<file path="src/rtl/fetch_pkg.sv">
package fetch_pkg;

    typedef enum logic [2:0] {
        ACC_DBG_RD  = 3'd0,
        ACC_DBG_WR  = 3'd1,
        ACC_DATA_RD = 3'd2,
        ACC_DATA_WR = 3'd3,
        ACC_FETCH   = 3'd4
    } acc_kind_e;

    typedef enum logic [2:0] {
        ST_START,
        ST_REQ,
        ST_WAIT,
        ST_HOLD,
        ST_XREQ,
        ST_XWAIT,
        ST_FAULT
    } fetch_st_e;

endpackage

</file>
<file path="src/rtl/fetch_addr_step.sv">
module fetch_addr_step #(
    parameter int AW = 32,
    parameter int DW = 32
) (
    input  logic [AW-1:0] addr_i,
    input  logic          half_i,
    output logic [AW-1:0] addr_o
);
    localparam int WORD_BYTES = DW / 8;
    localparam int HALF_BYTES = DW / 16;
    localparam logic [AW-1:0] WORD_INC = AW'(WORD_BYTES);
    localparam logic [AW-1:0] HALF_INC = AW'(HALF_BYTES);

    always_comb begin
        addr_o = addr_i + (half_i ? HALF_INC : WORD_INC);
    end
endmodule

</file>
<file path="src/rtl/fetch_align_chk.sv">
module fetch_align_chk #(
    parameter int AW = 32,
    parameter int DW = 32
) (
    input  logic [AW-1:0] addr_i,
    input  logic          half_i,
    output logic          misaligned_o
);
    localparam int WORD_LSB = $clog2(DW / 8);
    localparam int HALF_LSB = $clog2(DW / 16);

    logic word_bad;
    logic half_bad;

    generate
        if (HALF_LSB > 0) begin : g_half
            assign half_bad = |addr_i[HALF_LSB-1:0];
        end else begin : g_half_none
            assign half_bad = 1'b0;
        end
    endgenerate

    assign word_bad     = |addr_i[WORD_LSB-1:0];
    assign misaligned_o = half_i ? half_bad : word_bad;
endmodule

</file>
<file path="src/rtl/dual_isa_fetch.sv">
module dual_isa_fetch
    import fetch_pkg::*;
#(
    parameter int AW = 32,
    parameter int DW = 32
) (
    input  logic            clk,
    input  logic            rst_n,
    input  logic            compact_mode_i,
    input  logic            redirect_valid_i,
    input  logic [AW-1:0]   redirect_addr_i,
    output logic            mem_req_valid_o,
    input  logic            mem_req_ready_i,
    output logic [AW-1:0]   mem_req_addr_o,
    output logic            mem_req_word_o,
    output logic [2:0]      mem_req_kind_o,
    input  logic            mem_rsp_valid_i,
    input  logic [DW-1:0]   mem_rsp_data_i,
    output logic            insn_valid_o,
    input  logic            insn_ready_i,
    input  logic            ext_req_i,
    output logic [DW-1:0]   insn_o,
    output logic [DW/2-1:0] insn_ext_o,
    output logic            insn_wide_o,
    output logic            insn_compact_o,
    output logic [AW-1:0]   pc_o,
    output logic            align_fault_o
);
    localparam int HW = DW / 2;
    localparam int DROP_W = 2;

    typedef struct packed {
        fetch_st_e         st;
        logic [AW-1:0]     cur;
        logic [AW-1:0]     nxt;
        logic              compact;
        logic [DW-1:0]     insn;
        logic [HW-1:0]     ext;
        logic              wide;
        logic [DROP_W-1:0] drop;
    } fetch_state_t;

    fetch_state_t s_q, s_d;

    logic [AW-1:0] nxt_inc;
    logic [AW-1:0] cur_plus_half;
    logic [AW-1:0] cur_plus_word;
    logic          nxt_misaligned;
    logic          rsp_take;
    logic          own_pending;

    fetch_addr_step #(.AW(AW), .DW(DW)) u_step_next (
        .addr_i (s_q.nxt),
        .half_i (compact_mode_i),
        .addr_o (nxt_inc)
    );

    fetch_addr_step #(.AW(AW), .DW(DW)) u_step_half (
        .addr_i (s_q.cur),
        .half_i (1'b1),
        .addr_o (cur_plus_half)
    );

    fetch_addr_step #(.AW(AW), .DW(DW)) u_step_word (
        .addr_i (s_q.cur),
        .half_i (1'b0),
        .addr_o (cur_plus_word)
    );

    fetch_align_chk #(.AW(AW), .DW(DW)) u_align (
        .addr_i       (s_q.nxt),
        .half_i       (compact_mode_i),
        .misaligned_o (nxt_misaligned)
    );

    // A response is ours only when no cancelled response is still owed.
    assign rsp_take = mem_rsp_valid_i && (s_q.drop == '0);

    always_comb begin
        own_pending = 1'b0;
        if ((s_q.st == ST_REQ) || (s_q.st == ST_XREQ)) begin
            own_pending = mem_req_ready_i;
        end else if ((s_q.st == ST_WAIT) || (s_q.st == ST_XWAIT)) begin
            own_pending = !rsp_take;
        end
    end

    always_comb begin
        s_d = s_q;

        if (mem_rsp_valid_i && (s_q.drop != '0)) begin
            s_d.drop = s_q.drop - 1'b1;
        end

        unique case (s_q.st)
            ST_START: begin
                s_d.cur     = s_q.nxt;
                s_d.compact = compact_mode_i;
                s_d.wide    = 1'b0;
                if (nxt_misaligned) begin
                    s_d.st = ST_FAULT;
                end else begin
                    s_d.nxt = nxt_inc;
                    s_d.st  = ST_REQ;
                end
            end
            ST_REQ: begin
                if (mem_req_ready_i) s_d.st = ST_WAIT;
            end
            ST_WAIT: begin
                if (rsp_take) begin
                    s_d.insn = s_q.compact ? {{HW{1'b0}}, mem_rsp_data_i[HW-1:0]}
                                           : mem_rsp_data_i;
                    s_d.ext  = '0;
                    s_d.st   = ST_HOLD;
                end
            end
            ST_HOLD: begin
                if (insn_ready_i) begin
                    s_d.st = ST_START;
                end else if (ext_req_i && s_q.compact && !s_q.wide) begin
                    s_d.st = ST_XREQ;
                end
            end
            ST_XREQ: begin
                if (mem_req_ready_i) s_d.st = ST_XWAIT;
            end
            ST_XWAIT: begin
                if (rsp_take) begin
                    s_d.ext  = mem_rsp_data_i[HW-1:0];
                    s_d.wide = 1'b1;
                    s_d.nxt  = cur_plus_word;
                    s_d.st   = ST_HOLD;
                end
            end
            ST_FAULT: begin
                s_d.st = ST_FAULT;
            end
            default: begin
                s_d.st = ST_START;
            end
        endcase

        if (redirect_valid_i) begin
            s_d.nxt  = redirect_addr_i;
            s_d.st   = ST_START;
            s_d.wide = 1'b0;
            if (own_pending) s_d.drop = s_d.drop + 1'b1;
        end
    end

    always_ff @(posedge clk or negedge rst_n) begin
        if (!rst_n) begin
            s_q.st      <= ST_START;
            s_q.cur     <= '0;
            s_q.nxt     <= '0;
            s_q.compact <= 1'b0;
            s_q.insn    <= '0;
            s_q.ext     <= '0;
            s_q.wide    <= 1'b0;
            s_q.drop    <= '0;
        end else begin
            s_q <= s_d;
        end
    end

    assign mem_req_valid_o = (s_q.st == ST_REQ) || (s_q.st == ST_XREQ);
    assign mem_req_addr_o  = (s_q.st == ST_XREQ) ? cur_plus_half : s_q.cur;
    assign mem_req_word_o  = (s_q.st == ST_REQ) && !s_q.compact;
    assign mem_req_kind_o  = 3'(ACC_FETCH);
    assign insn_valid_o    = (s_q.st == ST_HOLD);
    assign insn_o          = s_q.insn;
    assign insn_ext_o      = s_q.ext;
    assign insn_wide_o     = s_q.wide;
    assign insn_compact_o  = s_q.compact;
    assign pc_o            = s_q.cur;
    assign align_fault_o   = (s_q.st == ST_FAULT);

    AST_REQ_HOLD: assert property (@(posedge clk) disable iff (!rst_n)
        mem_req_valid_o && !mem_req_ready_i && !redirect_valid_i
        |=> mem_req_valid_o && $stable(mem_req_addr_o) && $stable(mem_req_word_o));

    AST_INSN_HOLD: assert property (@(posedge clk) disable iff (!rst_n)
        insn_valid_o && !insn_ready_i && !redirect_valid_i && !ext_req_i
        |=> insn_valid_o && $stable(insn_o));

    AST_FETCH_KIND: assert property (@(posedge clk) disable iff (!rst_n)
        mem_req_valid_o |-> mem_req_kind_o == 3'd4);

    AST_FAULT_QUIET: assert property (@(posedge clk) disable iff (!rst_n)
        align_fault_o |-> !mem_req_valid_o);

    AST_REQ_ALIGNED: assert property (@(posedge clk) disable iff (!rst_n)
        mem_req_valid_o |-> !mem_req_addr_o[0] && (!mem_req_word_o || !mem_req_addr_o[1]));

    AST_WIDE_ONLY_COMPACT: assert property (@(posedge clk) disable iff (!rst_n)
        insn_valid_o && insn_wide_o |-> insn_compact_o);

    AST_REDIRECT_DROPS: assert property (@(posedge clk) disable iff (!rst_n)
        redirect_valid_i |=> !insn_valid_o && !mem_req_valid_o);

    AST_COMPACT_HELD: assert property (@(posedge clk) disable iff (!rst_n)
        insn_valid_o && !insn_ready_i && !redirect_valid_i |=> $stable(insn_compact_o));
endmodule

</file>
<file path="config.mk">
export PLATFORM = sky130hd
export DESIGN_NAME = dual_isa_fetch
export DESIGN_NICKNAME = d
export VERILOG_FILES = /design/src/rtl/fetch_pkg.sv /design/src/rtl/fetch_addr_step.sv /design/src/rtl/fetch_align_chk.sv /design/src/rtl/dual_isa_fetch.sv
export SDC_FILE = /design/constraint.sdc
export NUM_CORES = 1
export LEC_CHECK = 0
export CORE_MARGIN = 2
export CORE_UTILIZATION = 45
export DETAILED_ROUTE_END_ITERATION = 16
export PLACE_DENSITY = 0.73
export SETUP_SLACK_MARGIN = 0.1
export SYNTH_ARGS = -nofsm -noshare
export SYNTH_HDL_FRONTEND = slang
export SYNTH_HIERARCHICAL = 1
export SYNTH_SLANG_ARGS = --single-unit
</file>
<file path="constraint.sdc">
create_clock -name clk -period 3.85 [get_ports clk]
set_input_delay 0.385 -clock clk [delete_from_list [all_inputs] [get_ports clk]]
set_output_delay 0.385 -clock clk [all_outputs]
set_load 0.01 [all_outputs]
</file>
==> summary.md <==
| Metric | Value |
|---|---|
| Outcome | completed |
| Largest net degree at the start of global routing | 120 |
| Top_reg_cell synth | dfrtp_1 |
| Fin. Hold Viols | 0 |
| Yosys warning count | 6 |
| Crit path max fanout | 5 |
| Die ar. | approximately 19000 um^2 |
| Max clock buf depth | 2 |
| Worst stage delay on the critical path | between 0.5 and 0.6 ns |
| Sequence of cells on the critical path | ha_1 -> fa_1 -> nand4_1 -> or4_4 -> nor3_1 -> xor2_1 -> mux2_2 -> clkdlybuf4s50_1 |
| Pre-antenna DRT Iters | 9 |
| Via-per-instance ratio | 5.70 |
| Vias | 6671 |
| Skew-Pair Late Insertion Delay | ~0.41 ns |
| Setup crit end kind | primary output |
| Post-Route Setup TNS | 0 ns |
| CP startpoint | pc_o[1] |
| CTS tree | done |
| R2R depth | 6 |
| Max cap viols | 0 |
| Core area | approximately 18000 um^2 |
| Hold buffer count at CTS | 0 |
| Slew HR | 0.368 |
| Max Slew Vio Count | 0 |
| Die H | roughly 140 um |
| Max Fclk | 277 MHz |
| Hold WC Path Type | primary input to asynchronous set/reset pin |
| Hold slack | ~0.05 ns |
| Layout cells sized above 1 | 0.166 |
| DRC violation count after routing | 0 |
| Routed WL | approximately 22000 um |
| Num CTS Buffers | 17 |
| RSZ-0062 raised after global routing | no |
| Power density over the cells | ~840 nW/um^2 |
| Post-synthesis register bit count | about 120 |
| Sequential cell area | approximately 3000 um^2 |
| Clock sinks | ~120 |
| Worst r2r src | pc_o[7] |
| Yosys cell types | 53 |
| Final HPWL DP | about 14000 um |
| Initial Util | 0.456 |
| Peak supply drop | 0.000451 V |
| Critical path class | flop to primary output |
| Buffers on Ports | roughly 190 |
| H-tree lvl count | 4 |
| Min Tclk post-route | between 3 and 4 ns |
| Gr usage total | 0.226 |
| End of the critical path | mem_req_addr_o[29] |
| Placed Cells | between 1000 and 1500 |
| R2r setup slk | around 1.1 ns |
| Mapped cell area | about 8100 um^2 |
| Wire length per cell | 18.6 um |
| Post-synth EDFFs | 0 |
| Number of global-route vias before repair | about 6500 |
| GPL Wtd Cong | slightly below 0.9 |
| Initial antenna violation count | 0 |
| Standard-cell row count | between 40 and 50 |
| Grt ovf | 0 |
| Mapped Cells | 828 |
| Period Utilization, post-route | 0.937 |
| Antenna-violating nets left | 0 |
| Multi-input gate area | ~4300 um^2 |
| Worst-path clk slew | 0.06 ns |
| Area delta synth->final | 25.8% |
| Slowest-stage cell, CP | or4_4 |
| First-pass GRT wire length | 35300 um |
| Setup Skew | ~0.0096 ns |
| Seq/Total Area, Yosys | 0.366 |
| Delay-heaviest family, CP | simple AND/OR/NAND/NOR gates |
| DR iter-0 viols | around 640 |
| Syn_area_per_cell | roughly 10 um^2 |
| I/O pins | between 150 and 200 |
| Leakage | between 0.004 and 0.005 uW |
| Filler cells | 1573 |
| Postcts setup bufs | 0 |
| Die span in x | roughly 140 um |
| Number of cells on the critical path | 8 |
| Post-Layout Cell Count | 1171 |
| Worst Path Required | between 3 and 4 ns |
| Fraction of registers with async set/reset | 1.00 |
| Worst Max-Slew Pin Slew | about 0.95 ns |
| Root Driver | clkbuf_16 |
| Reg2reg end | s_q[74] |
| Final #Nets | between 1000 and 1500 |
| CP arrival | around 3.2 ns |
| Worst Path Buf+Inv | 1 |
| Worst Setup Start Kind | flop |
| Setup violations, final | 0 |
| N_diodes | 0 |
## cells by family after synthesis
logic type,synth area share
simple gates,0.183
other cells,0.000923
mux,0.111
buf+inv,0.113
xor+xnor,0.0958
compound gates,0.112
flops,0.366
fa+ha+maj,0.0182
## report_power, final
group | total, uW | switching [uW] | internal [uW]
Sequential | 2740 | 911 | 1830
Combinational | 4300 | 1860 | 2440
Clock | 1590 | 610 | 977
## repair_timing
action	4_1_cts	5_1_grt
endpoints found under the hold margin	0	0
endpoints found under the setup margin	0	9
resized for setup	0	2
## synthesized netlist by cell type, types with 25 or more instances
library cell,count,share of area
buf_4,86,0.079
nor2_1,51,0.024
nand2_1,58,0.027
a21oi_1,36,0.022
mux2_2,80,0.11
dfrtp_1,119,0.37
clkbuf_1,25,0.012
xor2_1,45,0.048
nor3_1,33,0.020
xnor2_1,44,0.047
inv_1,25,0.012
a222oi_1,32,0.039
## through the flow
stage          setup slack (ns)  power (uW)  cell area, um^2  utilization
2_1_floorplan              1.44        5580             8150            -
3_3_place_gp              0.643        6950             9630        0.540
3_5_place_dp              0.585        7040             9630        0.540
4_1_cts                   0.129        8670            10200        0.573
5_1_grt                   0.120        9180            10200        0.573
6_report                  0.244        8630            10200        0.573
## worst min path at each step
stage	start	end	slack, ns	cells after the start
3_3_place_gp	insn_o[27]	insn_o[27]	0.46	2
2_1_floorplan	rst_n	insn_compact_o	0.09	0
3_5_place_dp	insn_o[22]	insn_o[22]	0.47	2
4_1_cts	rst_n	insn_ext_o[11]	0.10	2
6_report	rst_n	insn_ext_o[11]	0.05	2
5_1_grt	rst_n	insn_o[11]	0.13	2
## layout make-up
type,instances,share of cell area
clock buffer,19,0.0433
inverter,25,0.00917
tap,229,0.0280
timing repair buffer,202,0.195
multi-input combinational,564,0.419
clock inverter,13,0.0144
sequential,119,0.291
## layout by cell type, fill, tap and decap left out, drive strengths merged, types with 3 or more instances in the layout
| master | instances |
|---|---|
| clkdlybuf4s50 | 188 |
| dfrtp | 119 |
| mux2 | 80 |
| nand2 | 58 |
| nor2 | 51 |
| xor2 | 45 |
| xnor2 | 44 |
| a21oi | 36 |
| nor3 | 33 |
| a222oi | 32 |
| inv | 27 |
| nand3 | 26 |
| o21ai | 21 |
| nand2b | 20 |
| clkbuf | 19 |
| nand4 | 18 |
| nor4 | 18 |
| a22o | 16 |
| buf | 14 |
| and4 | 9 |
| clkinv | 8 |
| ha | 7 |
| conb | 7 |
| nor2b | 5 |
| a21o | 4 |
| and2 | 3 |
| or4 | 3 |
| fa | 3 |
| or4b | 3 |
## routing by layer
metal | routed length (um) | GRT usage | part of all wire
met5 | 0 | 0 | 0
met4 | 337 | 0.0644 | 0.015
met3 | 1630 | 0.0520 | 0.075
met2 | 10300 | 0.363 | 0.47
met1 | 9480 | 0.309 | 0.44
## sequential cells by signal, indices dropped and copies added, names as in the netlist
name	count
s_q	37
insn_ext_o	16
insn_o	32
insn_compact_o	1
insn_wide_o	1
pc_o	32
Power figures use the tool's default switching activity.
